--- src/rtl/fr_pkg.sv ---
package fr_pkg;

    typedef enum logic [1:0] {
        ST_IDLE  = 2'd0,
        ST_START = 2'd1,
        ST_DATA  = 2'd2,
        ST_STOP  = 2'd3
    } fr_state_e;

    localparam int unsigned PAYLOAD_BITS = 8;
    localparam int unsigned IDX_W        = $clog2(PAYLOAD_BITS);

    typedef struct packed {
        fr_state_e        state;
        logic [IDX_W-1:0] idx;
        logic             line_prev;
        logic             dout;
    } fr_ctrl_t;

endpackage

--- src/rtl/fr_sync.sv ---
module fr_sync #(
    parameter int unsigned N       = 2,
    parameter logic [N-1:0] RST_VAL = '0
) (
    input  logic         clk,
    input  logic         rst_n,
    input  logic [N-1:0] in_async,
    output logic [N-1:0] out_sync
);
    for (genvar g = 0; g < N; g++) begin : g_bit
        logic s1_q, s2_q;
        always_ff @(posedge clk or negedge rst_n) begin
            if (!rst_n) begin
                s1_q <= RST_VAL[g];
                s2_q <= RST_VAL[g];
            end else begin
                s1_q <= in_async[g];
                s2_q <= s1_q;
            end
        end
        assign out_sync[g] = s2_q;
    end
endmodule

--- src/rtl/fr_bit_timer.sv ---
module fr_bit_timer #(
    parameter int unsigned CPB = 208333
) (
    input  logic clk,
    input  logic rst_n,
    input  logic clr,
    output logic at_half,
    output logic at_full
);
    localparam int unsigned HALF = CPB / 2;
    localparam int unsigned CW   = $clog2(CPB + 1);

    logic [CW-1:0] cnt_d, cnt_q;

    always_comb begin
        cnt_d = clr ? '0 : cnt_q + CW'(1);
    end

    always_ff @(posedge clk or negedge rst_n) begin
        if (!rst_n) cnt_q <= '0;
        else        cnt_q <= cnt_d;
    end

    assign at_half = (cnt_q == CW'(HALF - 1));
    assign at_full = (cnt_q == CW'(CPB - 1));
endmodule

--- src/rtl/fr_pulse.sv ---
module fr_pulse #(
    parameter int unsigned WIDTH_CYC   = 4,
    parameter bit          ACTIVE_HIGH = 1'b1
) (
    input  logic clk,
    input  logic rst_n,
    input  logic trig,
    input  logic kill,
    output logic pulse
);
    localparam int unsigned CW = $clog2(WIDTH_CYC + 1);

    logic          on_d, on_q;
    logic [CW-1:0] cnt_d, cnt_q;

    always_comb begin
        on_d  = on_q;
        cnt_d = cnt_q;
        if (kill) begin
            on_d  = 1'b0;
            cnt_d = '0;
        end else if (trig) begin
            on_d  = 1'b1;
            cnt_d = '0;
        end else if (on_q) begin
            if (cnt_q == CW'(WIDTH_CYC - 1)) begin
                on_d  = 1'b0;
                cnt_d = '0;
            end else begin
                cnt_d = cnt_q + CW'(1);
            end
        end
    end

    always_ff @(posedge clk or negedge rst_n) begin
        if (!rst_n) begin
            on_q  <= 1'b0;
            cnt_q <= '0;
        end else begin
            on_q  <= on_d;
            cnt_q <= cnt_d;
        end
    end

    if (ACTIVE_HIGH) begin : g_hi
        assign pulse = on_q;
    end else begin : g_lo
        assign pulse = ~on_q;
    end
endmodule

--- src/rtl/fr_ctrl.sv ---
module fr_ctrl
    import fr_pkg::*;
(
    input  logic clk,
    input  logic rst_n,
    input  logic line_s,
    input  logic car_s,
    input  logic at_half,
    input  logic at_full,
    output logic tmr_clr,
    output logic clk_trig,
    output logic rdy_trig,
    output logic hunting,
    output logic dout
);
    fr_ctrl_t cur_q, nxt_d;

    always_comb begin
        nxt_d          = cur_q;
        nxt_d.line_prev = line_s;
        nxt_d.dout     = car_s ? line_s : 1'b1;
        tmr_clr        = 1'b0;
        clk_trig       = 1'b0;
        rdy_trig       = 1'b0;

        if (!car_s) begin
            nxt_d.state = ST_IDLE;
            nxt_d.idx   = '0;
            tmr_clr     = 1'b1;
        end else begin
            unique case (cur_q.state)
                ST_IDLE: begin
                    tmr_clr = 1'b1;
                    if (cur_q.line_prev && !line_s) begin
                        nxt_d.state = ST_START;
                    end
                end
                ST_START: begin
                    if (at_half) begin
                        tmr_clr = 1'b1;
                        // confirm start bit at its centre, else treat as glitch
                        nxt_d.state = line_s ? ST_IDLE : ST_DATA;
                        nxt_d.idx   = '0;
                    end
                end
                ST_DATA: begin
                    if (at_full) begin
                        tmr_clr  = 1'b1;
                        clk_trig = 1'b1;
                        if (cur_q.idx == IDX_W'(PAYLOAD_BITS - 1)) begin
                            nxt_d.state = ST_STOP;
                        end else begin
                            nxt_d.idx = cur_q.idx + IDX_W'(1);
                        end
                    end
                end
                ST_STOP: begin
                    if (at_full) begin
                        tmr_clr     = 1'b1;
                        rdy_trig    = line_s;   // low stop bit: framing error
                        nxt_d.state = ST_IDLE;
                    end
                end
                default: begin
                    nxt_d.state = ST_IDLE;
                    tmr_clr     = 1'b1;
                end
            endcase
        end
    end

    always_ff @(posedge clk or negedge rst_n) begin
        if (!rst_n) begin
            cur_q.state     <= ST_IDLE;
            cur_q.idx       <= '0;
            cur_q.line_prev <= 1'b1;
            cur_q.dout      <= 1'b1;
        end else begin
            cur_q <= nxt_d;
        end
    end

    assign hunting = (cur_q.state == ST_IDLE);
    assign dout    = cur_q.dout;
endmodule

--- src/rtl/async_framer.sv ---
module async_framer #(
    parameter int unsigned CLKS_PER_BIT = 208333
) (
    input  logic clk,
    input  logic rst_n,
    input  logic rx_bit,
    input  logic carrier_ok,
    output logic data_out,
    output logic data_clk,
    output logic ready_n
);
    localparam int unsigned HALF_BIT = CLKS_PER_BIT / 2;

    logic [1:0] raw_in, sync_out;
    logic       line_s, car_s;
    logic       tmr_clr, at_half, at_full;
    logic       clk_trig, rdy_trig, hunting;

    assign raw_in = {carrier_ok, rx_bit};

    fr_sync #(.N(2), .RST_VAL(2'b01)) u_sync (
        .clk      (clk),
        .rst_n    (rst_n),
        .in_async (raw_in),
        .out_sync (sync_out)
    );

    assign line_s = sync_out[0];
    assign car_s  = sync_out[1];

    fr_bit_timer #(.CPB(CLKS_PER_BIT)) u_timer (
        .clk     (clk),
        .rst_n   (rst_n),
        .clr     (tmr_clr),
        .at_half (at_half),
        .at_full (at_full)
    );

    fr_ctrl u_ctrl (
        .clk      (clk),
        .rst_n    (rst_n),
        .line_s   (line_s),
        .car_s    (car_s),
        .at_half  (at_half),
        .at_full  (at_full),
        .tmr_clr  (tmr_clr),
        .clk_trig (clk_trig),
        .rdy_trig (rdy_trig),
        .hunting  (hunting),
        .dout     (data_out)
    );

    fr_pulse #(.WIDTH_CYC(HALF_BIT), .ACTIVE_HIGH(1'b1)) u_clk_pulse (
        .clk   (clk),
        .rst_n (rst_n),
        .trig  (clk_trig),
        .kill  (~car_s),
        .pulse (data_clk)
    );

    fr_pulse #(.WIDTH_CYC(HALF_BIT), .ACTIVE_HIGH(1'b0)) u_rdy_pulse (
        .clk   (clk),
        .rst_n (rst_n),
        .trig  (rdy_trig),
        .kill  (~car_s),
        .pulse (ready_n)
    );
endmodule

--- config.mk ---
export PLATFORM = sky130hd
export DESIGN_NAME = async_framer
export DESIGN_NICKNAME = d
export VERILOG_FILES = /design/src/rtl/fr_pkg.sv /design/src/rtl/fr_sync.sv /design/src/rtl/fr_bit_timer.sv /design/src/rtl/fr_pulse.sv /design/src/rtl/fr_ctrl.sv /design/src/rtl/async_framer.sv
export SDC_FILE = /design/constraint.sdc
export NUM_CORES = 1
export LEC_CHECK = 0
export BUFFER_PORTS_ARGS = -buffer_cell sky130_fd_sc_hd__buf_2
export CAP_MARGIN = 0
export CELL_PAD_IN_SITES_DETAIL_PLACEMENT = 1
export CELL_PAD_IN_SITES_GLOBAL_PLACEMENT = 2
export CORE_MARGIN = 5
export CORE_UTILIZATION = 46
export CTS_BUF_LIST = sky130_fd_sc_hd__clkbuf_4 sky130_fd_sc_hd__clkbuf_8
export CTS_CLUSTER_DIAMETER = 100
export CTS_CLUSTER_SIZE = 20
export DETAILED_ROUTE_END_ITERATION = 6
export GPL_TIMING_DRIVEN = 0
export PLACE_DENSITY = 0.95
export SYNTH_ARGS = -nofsm -noshare
export SYNTH_HDL_FRONTEND = slang
export SYNTH_HIERARCHICAL = 1
export SYNTH_SLANG_ARGS = --single-unit
--- constraint.sdc ---
create_clock -name clk -period 4.2 [get_ports clk]
set_input_delay 0.84 -clock clk [delete_from_list [all_inputs] [get_ports clk]]
set_output_delay 0.84 -clock clk [all_outputs]
set_load 0.1 [all_outputs]
* After elaboration in Yosys (flattened, before gate mapping) *
Index checks and enable logic that the tools add are counted.

operators by class
  add/sub/neg operators = 4
  eq/ne operators = 17
  muxes and demuxes = 37
  bitwise gates (word level) = 1
  reductions and logical operators = 6

operators by type and width
  operator                                                            count
  17-bit two-way mux                                                  8
  17-bit by 1-bit adder with 17-bit output (second input constant)    2
  17-bit == test (second input constant)                              2
  18-bit by 1-bit adder with 18-bit output (second input constant)    1
  18-bit by 17-bit == test with 1-bit output (second input constant)  1
  18-bit == test (second input constant)                              1
  18-bit two-way mux                                                  1
  1-bit two-way mux                                                   17
  5-bit two-way mux                                                   3
  3-bit by 2-bit != test with 1-bit output (second input constant)    4
  3-bit != test (second input constant)                               4
  2-bit two-way mux                                                   4
  2-bit one-hot mux with 4 select lines                               1
  3-bit one-hot mux with 2 select lines                               1
  5-bit AND reduction                                                 1
  2-bit == test (second input constant)                               2
  4-bit AND reduction                                                 1
  3-bit by 1-bit adder with 3-bit output (second input constant)      1
  3-bit == test (second input constant)                               1
  3-bit two-way mux                                                   1
  3-bit by 1-bit != test with 1-bit output (second input constant)    1
  1-bit one-hot mux with 3 select lines                               1
  2-bit by 1-bit == test with 1-bit output (second input constant)    1
  2-bit zero test                                                     1
  4 further kinds                                                     4

storage, ports and cells
  register bits after elaboration = 65
  word-level logic and storage cells = 78

* Logic depth before layout (Yosys ltp) *
  depth after elaboration = 6
  mapped depth = 11
  mapped depth without buffers = 11

* Modules after synthesis *
The synthesis kept the hierarchy.

by module, submodules not included
  module                   instances  cells an instance  area an instance (sq um)  seq. area each (sq um)
  fr_pulse at u_rdy_pulse  1          110                1,076.0                   450.4
  fr_pulse at u_clk_pulse  1          125                1,049.8                   450.4
  fr_bit_timer             1          100                987.2                     450.4
  fr_ctrl                  1          41                 422.9                     177.7
  fr_sync                  1          6                  117.6                     102.6
  async_framer             1          1                  3.8                       0.0

* Worst setup path before layout *
OpenSTA, ideal clock, no wires.

  path type = reg-to-reg
  start point = register u_timer.cnt_q[9]
  end point = register u_clk_pulse.cnt_q[16]
  arrival = 2.605 ns
  data required time = 4.074 ns
  slack = 1.469 ns
  cell stages (with the launch flop) = 9
  buffers on the path = 0
  period minus slack after synthesis = 2.731 ns
  cells stage by stage = dfrtp_1 > or4b_2 > nor4_1 > and2_2 > nor2_1 > nand2_1 > a21oi_2 > and3_1 > a221o_1

on the way
  longest elaborated chain between the ends = 6
  elaborated cells on any way between the ends = 7

RTL lines
  what                      RTL line            source
  start: declaration        fr_bit_timer.sv:13  logic [CW-1:0] cnt_d, cnt_q;
  start signal: assignment  fr_bit_timer.sv:21  else cnt_q <= cnt_d;
  18-bit == test *          fr_bit_timer.sv:25  assign at_full = (cnt_q == CW'(CPB - 1));
  net at_full               async_framer.sv:16  logic tmr_clr, at_half, at_full;
  1-bit two-way mux *       fr_ctrl.sv:47       if (at_full) begin
  1-bit two-way mux *       fr_ctrl.sv:31       unique case (cur_q.state)
  1-bit two-way mux *       fr_ctrl.sv:26       if (!car_s) begin
  net clk_trig              async_framer.sv:17  logic clk_trig, rdy_trig, hunting;
  17-bit two-way mux        fr_pulse.sv:22      end else if (trig) begin
  17-bit two-way mux        fr_pulse.sv:19      if (kill) begin
  end signal: assignment    fr_pulse.sv:41      cnt_q <= cnt_d;
  end: declaration          fr_pulse.sv:14      logic [CW-1:0] cnt_d, cnt_q;

Mark *: on every way through the listed nets, which the timed path passes. The rest lies on a longest branch.
A chain may end at the register's enable or synchronous reset.

* Worst setup path in the final report *
  start point = register u_timer.cnt_q[9]
  end point = register u_rdy_pulse.cnt_q[10]

on the way
  longest elaborated chain between the ends = 6
  elaborated cells on any way between the ends = 7

RTL lines
  what                    RTL line            source
  18-bit == test *        fr_bit_timer.sv:25
  net at_full             async_framer.sv:16
  1-bit two-way mux *     fr_ctrl.sv:58       if (at_full) begin
  1-bit two-way mux *     fr_ctrl.sv:31
  1-bit two-way mux *     fr_ctrl.sv:26
  net rdy_trig            async_framer.sv:17
  17-bit two-way mux      fr_pulse.sv:22
  17-bit two-way mux      fr_pulse.sv:19
  end signal: assignment  fr_pulse.sv:41
  end: declaration        fr_pulse.sv:14

Marked as above.

==> results.cfg <==
[outcome]
status = finished clean

[routing]
totalWireLength_mm = 9.00
viasPerCell = 5.94
drtIter0Drc = 92
wl_per_cell_um = 17.8
ant_nets = 0
route.detailed.drc = 0
vias = 3004
drt-pass1-iter-count = 4

[critical_path]
r2r_start = u_timer/cnt_q[9]$_DFF_PN0_
r2r_cells = 9
path_common_cell = nor2_1
critPathLaunch = u_timer/cnt_q[9]$_DFF_PN0_
startpoint_type = flop
path_delay_family = simple AND/OR/NAND/NOR gates
worstPathArrival_ps = 3550
endpoint = u_rdy_pulse/cnt_q[10]$_DFFE_PN0P_
endpoint_kind = flop
critPathMaxFanout = 10
cp.depth = 9
critPathKind = flop to flop
worst-path-buf-inv = 1
rr_endpoint = u_rdy_pulse/cnt_q[10]$_DFFE_PN0P_
worstPathRequired_ps = 4400
slowest_stage = nor4_1
cpPeakStageDelay_ps = 830
rrSetupSlack_ps = 850
crit_chain = or4b_2 > nor4_1 > nand2_4 > nor2_1 > nor2_1 > a21boi_1 > buf_2 > nand3_1 > o311ai_2

[synth]
syn-num-nets = 395
synth_area_per_cell_sq_um = 9.56
yosys_warnings = 6
syn_inst = 382
synth_area_sq_um = 3650

[clock_network]
cts_tree = built
numCtsBuffers = 9
cts_sinks = 65
ctsResizeCount = 0
post_cts_buffers = 0
postCtsHoldBufs = 0
cts_max_level = 3
clk_latency_ps = 340
cts-root-buf = clkbuf_8
clk_path_buf_depth = 2
cts.clk_slew.worst_paths_ps = 80

[cells_and_area]
layout.nets = 412
final_util = 0.525
stdcell_count = 506
drive_above_1_share = 0.153
finalInstanceArea_sq_um = 4060
antenna_cells = 0
fillCellCount = 898
syn2layout_area_growth_pct = 11.0

[global_route]
grt.overflow.total = 0
grt_pass1_vias = 3147
antenna_found_initial = 0
grt_usage = 0.194
grt_max_degree = 66
grt_pass1_wl_mm = 15.7

[pwr]
p_int_mw = 1.04
seqPwrFrac = 0.477
clkPwrFrac = 0.488
p_sw_mw = 0.290
irDropWorstVdd_mv = 0.149
p_leak_nw = 1.69
p_per_area_nw_per_um2 = 327
power_frac_comb = 0.035
p_sw_frac = 0.219

[floorplan]
start_util = 0.473
die-height_um = 99.1
die_area_sq_um = 9820
die_w_um = 99.1
coreArea_sq_um = 7730
ios = 7
core.rowCount = 32

[timing]
worstMarginPinSlew_ps = 1080
finalSetupViolations = 0
hold_viol_final = 0
max_freq_mhz = 298
final.setup_skew_ps = 9.62
post-route-period-util = 0.798
layout_min_cycle_time_ps = 3350
slew_viol_final = 0
maxSlewHeadroom = 0.277
timing.hold.ws_ps = 359
setup-tns-final_ps = 0
rsz0062_at_grt = no

[placed_design]
io_buffers = 6
dpl_cell_area_sq_um = 3810
place_hpwl_mm = 6.12
dp.cells = 490
finalWeightedCongestion = 0.814

[flow_run]
max_cap_viol_count = 0

[min_path]
hp-class = flop to flop
power by group through the flow:
| stage | Combinational [mW] | Sequential [mW] | Clock (mW) |
|---|---|---|---|
| floorplan | 0.0210 | 0.648 | 0 |
| global placement | 0.0460 | 0.645 | 0 |
| detailed placement | 0.0475 | 0.645 | 0 |
| CTS | 0.0477 | 0.633 | 0.666 |
| global route | 0.0521 | 0.633 | 0.700 |
| finish | 0.0463 | 0.633 | 0.647 |
per-stage QoR:
step,setup slack (ps),power [mW]
5_1_grt,684,1.39
6_report,850,1.33
3_5_place_dp,940,0.692
2_1_floorplan,1470,0.669
4_1_cts,871,1.35
3_3_place_gp,988,0.691
sequential cells by signal, summed over array words and instances, names as in the netlist:
register	count
u_clk_pulse/pulse	1
u_rdy_pulse/on_q	1
u_clk_pulse/cnt_q	17
u_sync/g_bit.s2_q	2
u_ctrl/cur_q	6
u_timer/cnt_q	18
u_sync/g_bit.s1_q	2
u_rdy_pulse/cnt_q	17
u_ctrl/dout	1
cells in the final DEF, fill, tap and decap left out, types with 3 or more instances in the layout:
cell and count:
a21o_1 3, a21oi_1 13, a31oi_1 3, and2_1 6, and3_1 7, buf_2 8, buf_4 6, buf_6 5
bufinv_16 3, clkbuf_1 4, clkbuf_8 9, dfrtp_1 61, dfstp_2 4, ha_1 9, inv_1 15, mux2i_1 4
nand2_1 46, nand2b_1 3, nand3_1 34, nand4_1 17, nor2_1 28, nor3_1 5, nor3b_1 4, o211ai_1 3
o21ai_0 19, o311ai_2 5, o31ai_1 4, or3_1 15, xor2_1 9
worst min-delay path by stage:
stage | start | end | slack (ps) | cells after the start
floorplan | u_sync/g_bit[1].s1_q$_DFF_PN0_ | u_sync/g_bit[1].s2_q$_DFF_PN0_ | 330 | 0
global placement | u_sync/g_bit[1].s1_q$_DFF_PN0_ | u_sync/g_bit[1].s2_q$_DFF_PN0_ | 340 | 0
detailed placement | u_sync/g_bit[0].s1_q$_DFF_PN1_ | u_sync/g_bit[0].s2_q$_DFF_PN1_ | 350 | 0
CTS | u_sync/g_bit[0].s1_q$_DFF_PN1_ | u_sync/g_bit[0].s2_q$_DFF_PN1_ | 360 | 0
global route | u_sync/g_bit[0].s1_q$_DFF_PN1_ | u_sync/g_bit[0].s2_q$_DFF_PN1_ | 370 | 0
finish | u_sync/g_bit[0].s1_q$_DFF_PN1_ | u_sync/g_bit[0].s2_q$_DFF_PN1_ | 360 | 0
worst register-to-register path: stages (launching register included):
cell and delay [ps]:
dfrtp_1 450, or4b_2 680, nor4_1 830, nand2_4 130
nor2_1 310, nor2_1 180, a21boi_1 180, buf_2 200
nand3_1 120, o311ai_2 120
metal layers:
layer / wire length (um) / share of wire / track usage
met1: 4320 / 0.48 / 0.261
met3: 186 / 0.021 / 0.0309
met4: 159 / 0.018 / 0.0809
met5: 0 / 0 / 0
met2: 4340 / 0.48 / 0.313
layout make-up:
| cell class | count | area [sq um] | share of cell area |
|---|---|---|---|
| Clock buffer | 9 | 124 | 0.0305 |
| Clock inverter | 7 | 119 | 0.0293 |
| Multi-Input combinational cell | 285 | 1840 | 0.454 |
| Timing Repair Buffer | 6 | 32.5 | 0.00802 |
| Sequential cell | 65 | 1630 | 0.402 |
| Inverter | 15 | 56.3 | 0.0139 |
| Buffer | 17 | 124 | 0.0305 |
| Tap cell | 102 | 128 | 0.0315 |
Note: power is estimated with default switching activity, not from simulation.
